**src/rtl/l2irq_pkg.sv**
```systemverilog
package l2irq_pkg;
  localparam int L2_SRC_W   = 32;
  localparam int L2_DATA_W  = 32;
  localparam int L2_MAX_PAR = 4;
  localparam int L2_OFF_ENABLE = 'h00;
  localparam int L2_OFF_STATUS = 'h04;
  localparam int L2_SYNC_STAGES = 2;

  typedef logic [L2_SRC_W-1:0] l2_vec_t;
endpackage

```
**src/rtl/l2irq_sync.sv**
```systemverilog
module l2irq_sync #(
  parameter int WIDTH  = 32,
  parameter int STAGES = 2
) (
  input  logic             clk,
  input  logic             rst,
  input  logic [WIDTH-1:0] d_i,
  output logic [WIDTH-1:0] q_o
);
  logic [WIDTH-1:0] stage_q [STAGES];

  generate
    for (genvar s = 0; s < STAGES; s++) begin : g_stage
      if (s == 0) begin : g_first
        always_ff @(posedge clk) begin
          if (rst) stage_q[s] <= '0;
          else     stage_q[s] <= d_i;
        end
      end else begin : g_next
        always_ff @(posedge clk) begin
          if (rst) stage_q[s] <= '0;
          else     stage_q[s] <= stage_q[s-1];
        end
      end
    end
  endgenerate

  assign q_o = stage_q[STAGES-1];
endmodule

```
**src/rtl/l2irq_regs.sv**
```systemverilog
module l2irq_regs
  import l2irq_pkg::*;
#(
  parameter int      ADDR_W   = 8,
  parameter l2_vec_t FWD_MASK = 32'h0000_0101
) (
  input  logic                 clk,
  input  logic                 rst,
  input  logic [ADDR_W-1:0]    addr_i,
  input  logic                 wr_i,
  input  logic [L2_DATA_W-1:0] wdata_i,
  input  l2_vec_t              src_sync_i,
  output logic [L2_DATA_W-1:0] rdata_o,
  output l2_vec_t              enable_o,
  output l2_vec_t              status_o
);
  localparam logic [ADDR_W-1:0] A_EN = ADDR_W'(L2_OFF_ENABLE);
  localparam logic [ADDR_W-1:0] A_ST = ADDR_W'(L2_OFF_STATUS);

  l2_vec_t en_q;
  logic    hit_en, hit_st;

  assign hit_en = (addr_i == A_EN);
  assign hit_st = (addr_i == A_ST);

  always_ff @(posedge clk) begin
    if (rst)                  en_q <= FWD_MASK;
    else if (wr_i && hit_en)  en_q <= wdata_i;
  end

  assign status_o = src_sync_i & en_q;
  assign enable_o = en_q;

  always_comb begin
    rdata_o = '0;
    if (hit_en)      rdata_o = en_q;
    else if (hit_st) rdata_o = status_o;
  end

  AST_RESET_FWD: assert property (@(posedge clk) disable iff (rst)
    $past(rst) |-> en_q == FWD_MASK);
  AST_EN_WRITE: assert property (@(posedge clk) disable iff (rst)
    (wr_i && hit_en) |=> en_q == $past(wdata_i));
  AST_EN_HOLD: assert property (@(posedge clk) disable iff (rst)
    !(wr_i && hit_en) |=> $stable(en_q));
  AST_MISS_ZERO: assert property (@(posedge clk) disable iff (rst)
    !(hit_en || hit_st) |-> rdata_o == '0);
  AST_STATUS_GATED: assert property (@(posedge clk) disable iff (rst)
    hit_st |-> (rdata_o & ~en_q) == '0);
endmodule

```
**src/rtl/l2irq_route.sv**
```systemverilog
module l2irq_route
  import l2irq_pkg::*;
#(
  parameter int NUM_PARENT = 2,
  parameter logic [L2_MAX_PAR-1:0][L2_SRC_W-1:0] ROUTE_MASK =
    {32'h0, 32'h0, 32'h0F00_FF00, 32'h00FF_00FF}
) (
  input  l2_vec_t               status_i,
  output logic [NUM_PARENT-1:0] irq_o
);
  generate
    for (genvar k = 0; k < NUM_PARENT; k++) begin : g_par
      assign irq_o[k] = |(status_i & ROUTE_MASK[k]);
    end
  endgenerate
endmodule

```
**src/rtl/l2irq_aggregator.sv**
```systemverilog
module l2irq_aggregator
  import l2irq_pkg::*;
#(
  parameter int      ADDR_W     = 8,
  parameter int      NUM_PARENT = 2,
  parameter logic [L2_MAX_PAR-1:0][L2_SRC_W-1:0] ROUTE_MASK =
    {32'h0, 32'h0, 32'h0F00_FF00, 32'h00FF_00FF},
  parameter l2_vec_t FWD_MASK   = 32'h0000_0101
) (
  input  logic                  clk,
  input  logic                  rst,
  input  logic [L2_SRC_W-1:0]   src_i,
  input  logic [ADDR_W-1:0]     bus_addr,
  input  logic                  bus_wr,
  input  logic [L2_DATA_W-1:0]  bus_wdata,
  output logic [L2_DATA_W-1:0]  bus_rdata,
  output logic [NUM_PARENT-1:0] irq_o
);
  l2_vec_t src_sync, enable_w, status_w;

  initial begin
    if (NUM_PARENT < 1 || NUM_PARENT > L2_MAX_PAR)
      $error("NUM_PARENT out of range");
  end

  l2irq_sync #(.WIDTH(L2_SRC_W), .STAGES(L2_SYNC_STAGES)) u_sync (
    .clk(clk), .rst(rst), .d_i(src_i), .q_o(src_sync)
  );

  l2irq_regs #(.ADDR_W(ADDR_W), .FWD_MASK(FWD_MASK)) u_regs (
    .clk(clk), .rst(rst), .addr_i(bus_addr), .wr_i(bus_wr),
    .wdata_i(bus_wdata), .src_sync_i(src_sync), .rdata_o(bus_rdata),
    .enable_o(enable_w), .status_o(status_w)
  );

  l2irq_route #(.NUM_PARENT(NUM_PARENT), .ROUTE_MASK(ROUTE_MASK)) u_route (
    .status_i(status_w), .irq_o(irq_o)
  );

  generate
    for (genvar k = 0; k < NUM_PARENT; k++) begin : g_chk
      AST_ROUTE_GATED: assert property (@(posedge clk) disable iff (rst)
        irq_o[k] |-> (ROUTE_MASK[k] & enable_w & src_sync) != '0);
      AST_NO_SPURIOUS: assert property (@(posedge clk) disable iff (rst)
        (ROUTE_MASK[k] & enable_w) == '0 |-> !irq_o[k]);
    end
  endgenerate
endmodule

```
**config.mk**
```make
export PLATFORM = sky130hd
export DESIGN_NAME = l2irq_aggregator
export DESIGN_NICKNAME = d
export VERILOG_FILES = /design/src/rtl/l2irq_pkg.sv /design/src/rtl/l2irq_sync.sv /design/src/rtl/l2irq_regs.sv /design/src/rtl/l2irq_route.sv /design/src/rtl/l2irq_aggregator.sv
export SDC_FILE = /design/constraint.sdc
export NUM_CORES = 1
export LEC_CHECK = 0
export BUFFER_PORTS_ARGS = -buffer_cell sky130_fd_sc_hd__buf_4
export CAP_MARGIN = 20
export CELL_PAD_IN_SITES_DETAIL_PLACEMENT = 1
export CELL_PAD_IN_SITES_GLOBAL_PLACEMENT = 2
export CORE_MARGIN = 2
export CORE_UTILIZATION = 34
export DETAILED_ROUTE_END_ITERATION = 8
export PLACE_DENSITY_LB_ADDON = 0.1
export SYNTH_ARGS = -nofsm -noshare
export SYNTH_HDL_FRONTEND = slang
export SYNTH_SLANG_ARGS = --single-unit
```
**constraint.sdc**
```tcl
create_clock -name clk -period 2.1 [get_ports clk]
set_input_delay 0.21 -clock clk [delete_from_list [all_inputs] [get_ports clk]]
set_output_delay 0.21 -clock clk [all_outputs]
set_load 0.05 [all_outputs]
```
Word-level counts from Yosys, hierarchy flattened
Memories as Yosys holds them, arrays and structs flattened. Cells that the tools add are included.

Flip-flop bits (word level): 32. Memory bits (writable): 64. Bits of input ports: 75. Output and inout bits: 34. Word-level logic and storage cells: 17. Memories kept: 1.

Eq/ne operators: 1. Mux-type cells: 7. Bitwise logic cells: 3. Reductions and logical operators: 4.

Memories: u_sync.stage_q (depth 2, bits a word 32, rd ports 2, clocked after Yosys merged registers in 0, wr ports 2, RTL line l2irq_sync.sv:10) `logic [WIDTH-1:0] stage_q [STAGES];`.

Operators with widths (count): $mux 32 (4); $and 32x32->32 (1); $reduce_or 16->1 (1); $reduce_or 12->1 (1); $eq 8x3->1 const B (1); $logic_not 8->1 (1); $mux 1 (3); $or 1x1->1 (2); $logic_and 1x1->1 (1).

Logic depth before layout (Yosys ltp)
Depth after elaboration: 3. Gate-level depth with buffers: 5. Depth with buffers taken out: 3.

Hierarchy
A second synthesis with hierarchy kept.

Cells, all modules: 390. Area total of the unflattened synthesis: 3958.8 µm².

By module, submodules not included: l2irq_regs (instances 1, cells an instance 246, area each 1985.7 µm², sequential area each 640.6 µm²); l2irq_sync (instances 1, cells an instance 135, area each 1918.1 µm², sequential area each 1281.2 µm²); l2irq_route (instances 1, cells an instance 9, area each 55.1 µm², sequential area each 0.0 µm²).

Worst setup path after synthesis
No wires, ideal clock.

Path type: input to output. Start point: input bus_addr[5]. End point: output bus_rdata[10]. Arrival: 1590 ps. Data required time: 1890 ps. Path slack: 300 ps. Stages on the path: 4. Buffers on the path: 1. Cell sequence: or4_1 > and2b_4 > buf_2 > o211a_1.

Word-level cells in the longest chain between the ends: 3. Elaborated cells between the ends (all ways): 4. Classes of those cells: eq/ne (1); mux (2); reduce/logical (1).

Ends and longest elaborated chain: start: declaration (RTL line l2irq_aggregator.sv:13) `input logic [ADDR_W-1:0] bus_addr,`; $eq 8x3->1 (RTL line l2irq_regs.sv:24) `assign hit_st = (addr_i == A_ST);`; $mux 32 (RTL line l2irq_regs.sv:37) `else if (hit_st) rdata_o = status_o;`; $mux 32 (*) (RTL line l2irq_regs.sv:36) `if (hit_en) rdata_o = en_q;`; end: declaration (RTL line l2irq_aggregator.sv:16) `output logic [L2_DATA_W-1:0] bus_rdata,`.

Every way passes the cells marked *; elsewhere a longest branch is shown, timed or not.

Worst setup path in the final report
Start point: input bus_addr[5]. End point: output bus_rdata[5].

The elaborated chain is that of the path after synthesis.

==> impl_metrics.py <==
metrics = {
    "placement": {
        "dp_hpwl_microns": 6830,
        "dp_slack_ns": 0.182,
        "io_buffers": 108,
        "place_area_sq_mm": 0.00461,
        "routabilityCongestion": 0.788,
    },
    "synthesis": {
        "syn_area_per_cell_sq_um": 11.0,
        "synthDominantCellAreaShare_pct": 52.3,
        "netlist_area_sq_mm": 0.00367,
        "yosysSeqAreaShare_pct": 52.3,
        "synth_top_cell_by_area": "dfxtp_1",
        "ys_warn_count": 0,
        "synthCells": 333,
        "synth_fp_nets": 408,
        "ys_types": 19,
        "yosys-top-cells-area": "dfxtp_1, nor2b_1, nand2b_1",
        "synth_seq_cells": 96,
    },
    "critical_path": {
        "critical_path_class": "primary input to primary output",
        "crit_top_cell": "buf_4",
        "cpPeakStageDelay_ns": 0.53,
        "critPathMaxFanout": 16,
        "worstSetupEndpointType": "primary output",
        "path_cells": "buf_4 -> or4_1 -> and2b_4 -> buf_12 -> o211a_1 -> buf_4",
        "startpoint_type": "primary input",
        "crit_family": "simple AND/OR/NAND/NOR gates",
        "critPathSlowestCell": "or4_1",
        "r2r_end": "u_regs.enable_o[25]",
        "ff2ff_path_depth": 2,
        "crit_buf_inv": 3,
        "required_ns": 1.89,
        "reg2reg_from": "u_regs.enable_o[25]",
        "r2r_slack_ns": 1.40,
        "critPathArrivalTime_ns": 1.70,
    },
    "detailed_routing": {
        "via_per_inst": 4.54,
        "drc": 0,
        "drt_iter0_markers": 93,
        "ant_nets": 0,
        "wire_per_inst_microns": 15.8,
        "routed_wl_microns": 9110,
        "drt-pass1-iter-count": 4,
        "num_vias": 2626,
    },
    "sta": {
        "layout_min_cycle_time_ns": 1.91,
        "setup_viol": 0,
        "worstMarginPinSlew_ns": 0.377,
        "slew_violations": 0,
        "hold_viol_final": 0,
        "rsz0062_at_grt": "false",
        "fin_crit_sh_pct": 90.9,
        "setup_tns_ns": 0,
        "fmax_mhz": 524,
        "setup_ws_ns": 0.191,
        "relSlewSlack_pct": 74.9,
        "final.setup_skew_ns": 0.00825,
    },
    "global_route": {
        "grt_pass1_vias": 2590,
        "antenna_found_initial": 0,
        "grt_start_max_net_pins": 49,
        "grt_pass1_wl_microns": 13900,
        "grt_usage_pct": 16.0,
        "overflow": 0,
    },
    "pwr": {
        "pwr-share-seq_pct": 57.9,
        "p_sw_mw": 0.799,
        "sw_frac_of_total_pct": 24.3,
        "power.leakage_nw": 2.31,
        "vdd_drop_max_v": 0.000344,
        "power_density_mw_per_mm2": 685,
        "intPower_mw": 2.49,
        "power_frac_comb_pct": 7.4,
        "p_clk_share_pct": 34.6,
    },
    "final_layout": {
        "layout.nets": 512,
        "stdcell_area_sq_mm": 0.00480,
        "multi_input_area_sq_mm": 0.00160,
        "areaGrowthSynthToFinish_pct": 30.6,
        "mostFrequentLayoutCell": "buf_4",
        "final_cell_mix": "buf_4, dfxtp_1, nor2b_1",
        "regArea_sq_mm": 0.00192,
        "drive_above_1_share_pct": 30.5,
        "diodes": 0,
        "nFillCells": 1162,
    },
    "cts": {
        "post_cts_buffers": 0,
        "postCtsHoldBufs": 0,
        "htreeDepth": 3,
        "numCtsBuffers": 9,
        "cts_tree": "yes",
        "cts.sinks": 96,
        "cts_resized": 0,
        "clock-root-buffer": "clkbuf_8",
        "clk_pin_slew_ns": 0.10,
        "clockBufferDepth": 2,
        "clk_latency_ns": 0.36,
    },
    "worst_hold_path": {
        "min_to": "u_sync.stage_q[0][17]",
        "min_path_type": "primary input to register",
        "min_from": "src_i[17]",
        "worstHoldPathCells": 2,
    },
    "floorplan": {
        "dieWidth_microns": 108,
        "num_rows": 37,
        "start_util_pct": 35.3,
        "io_pins": 109,
        "core_sq_mm": 0.0104,
        "die_y_microns": 108,
        "die-area_sq_mm": 0.0117,
    },
    "job": {
        "timing.max_cap.violations": 0,
    },
    "run_status": {
        "status": "complete, no violations",
    },
}
## layout make-up
| type | instances | share of cell area [%] |
|---|---|---|
| Sequential cell | 96 | 40.1 |
| Multi-Input combinational cell | 212 | 33.3 |
| Timing Repair Buffer | 117 | 19.1 |
| Tap cell | 136 | 3.55 |
| Clock buffer | 9 | 2.58 |
| Clock inverter | 7 | 1.28 |
| Inverter | 1 | 0.0783 |
## worst max-delay path by stage
stage | start | endpoint | slack (ns) | depth (start not counted)
6_report | bus_addr[5] | bus_rdata[5] | 0.19 | 6
3_3_place_gp | bus_addr[5] | bus_rdata[5] | 0.19 | 6
4_1_cts | u_sync.stage_q[1][24] | irq_o[1] | 0.15 | 4
2_1_floorplan | bus_addr[5] | bus_rdata[10] | 0.30 | 4
5_1_grt | u_sync.stage_q[1][24] | irq_o[1] | 0.01 | 4
3_5_place_dp | bus_addr[5] | bus_rdata[5] | 0.18 | 6
## sequential cells by signal, summed over array words and instances (netlist names)
signal           cells
u_sync.stage_q      64
u_regs.enable_o     32
## power groups by stage
stage	Clock, mW	Sequential, mW	Combinational [mW]
floorplan	0	1.93	0.114
global placement	0	1.94	0.246
detailed placement	0	1.94	0.249
CTS	1.18	1.90	0.250
global route	1.26	1.91	0.271
finish	1.14	1.90	0.244
## metal layers
layer / global-route usage (%) / vias up / share of wire, %
li1: - / 1327 / -
met1: 21.3 / 1211 / 47
met2: 25.0 / 76 / 46
met3: 4.40 / 12 / 5.5
met4: 5.31 / 0 / 1.6
met5: 0 / - / 0
## cells by family (layout without fill, tap and decap cells)
logic type	Yosys count	count (layout)	synth area share [%]
compound gates	46	46	12.1
buf+inv	25	134	4.19
flops	96	96	52.3
mux	32	32	8.72
simple gates	134	134	22.7
## stage by stage
stage               cells  total power, mW  hold WS [ns]  util [%]
floorplan             333             2.05         0.338         -
finish                578             3.28        0.0479      46.0
global route          578             3.44        0.0277      46.0
detailed placement    562             2.19         0.425      44.3
global placement      562             2.19         0.418      44.3
CTS                   578             3.33        0.0351      46.0
## Yosys cell counts
cell       n
buf_12     3
and4b_1    1
nand4_1    1
buf_6      1
and2b_4    1
inv_1      1
clkbuf_1  17
dfxtp_1   96
nor2b_1   64
nor2_1     4
a221oi_1   7
nor3_1     1
buf_2      3
a22o_1     7
nand3_1    1
or4_1      1
o211a_1   32
nand2b_1  60
mux2i_1   32
No activity file was read; power rests on OpenSTA's default activity.
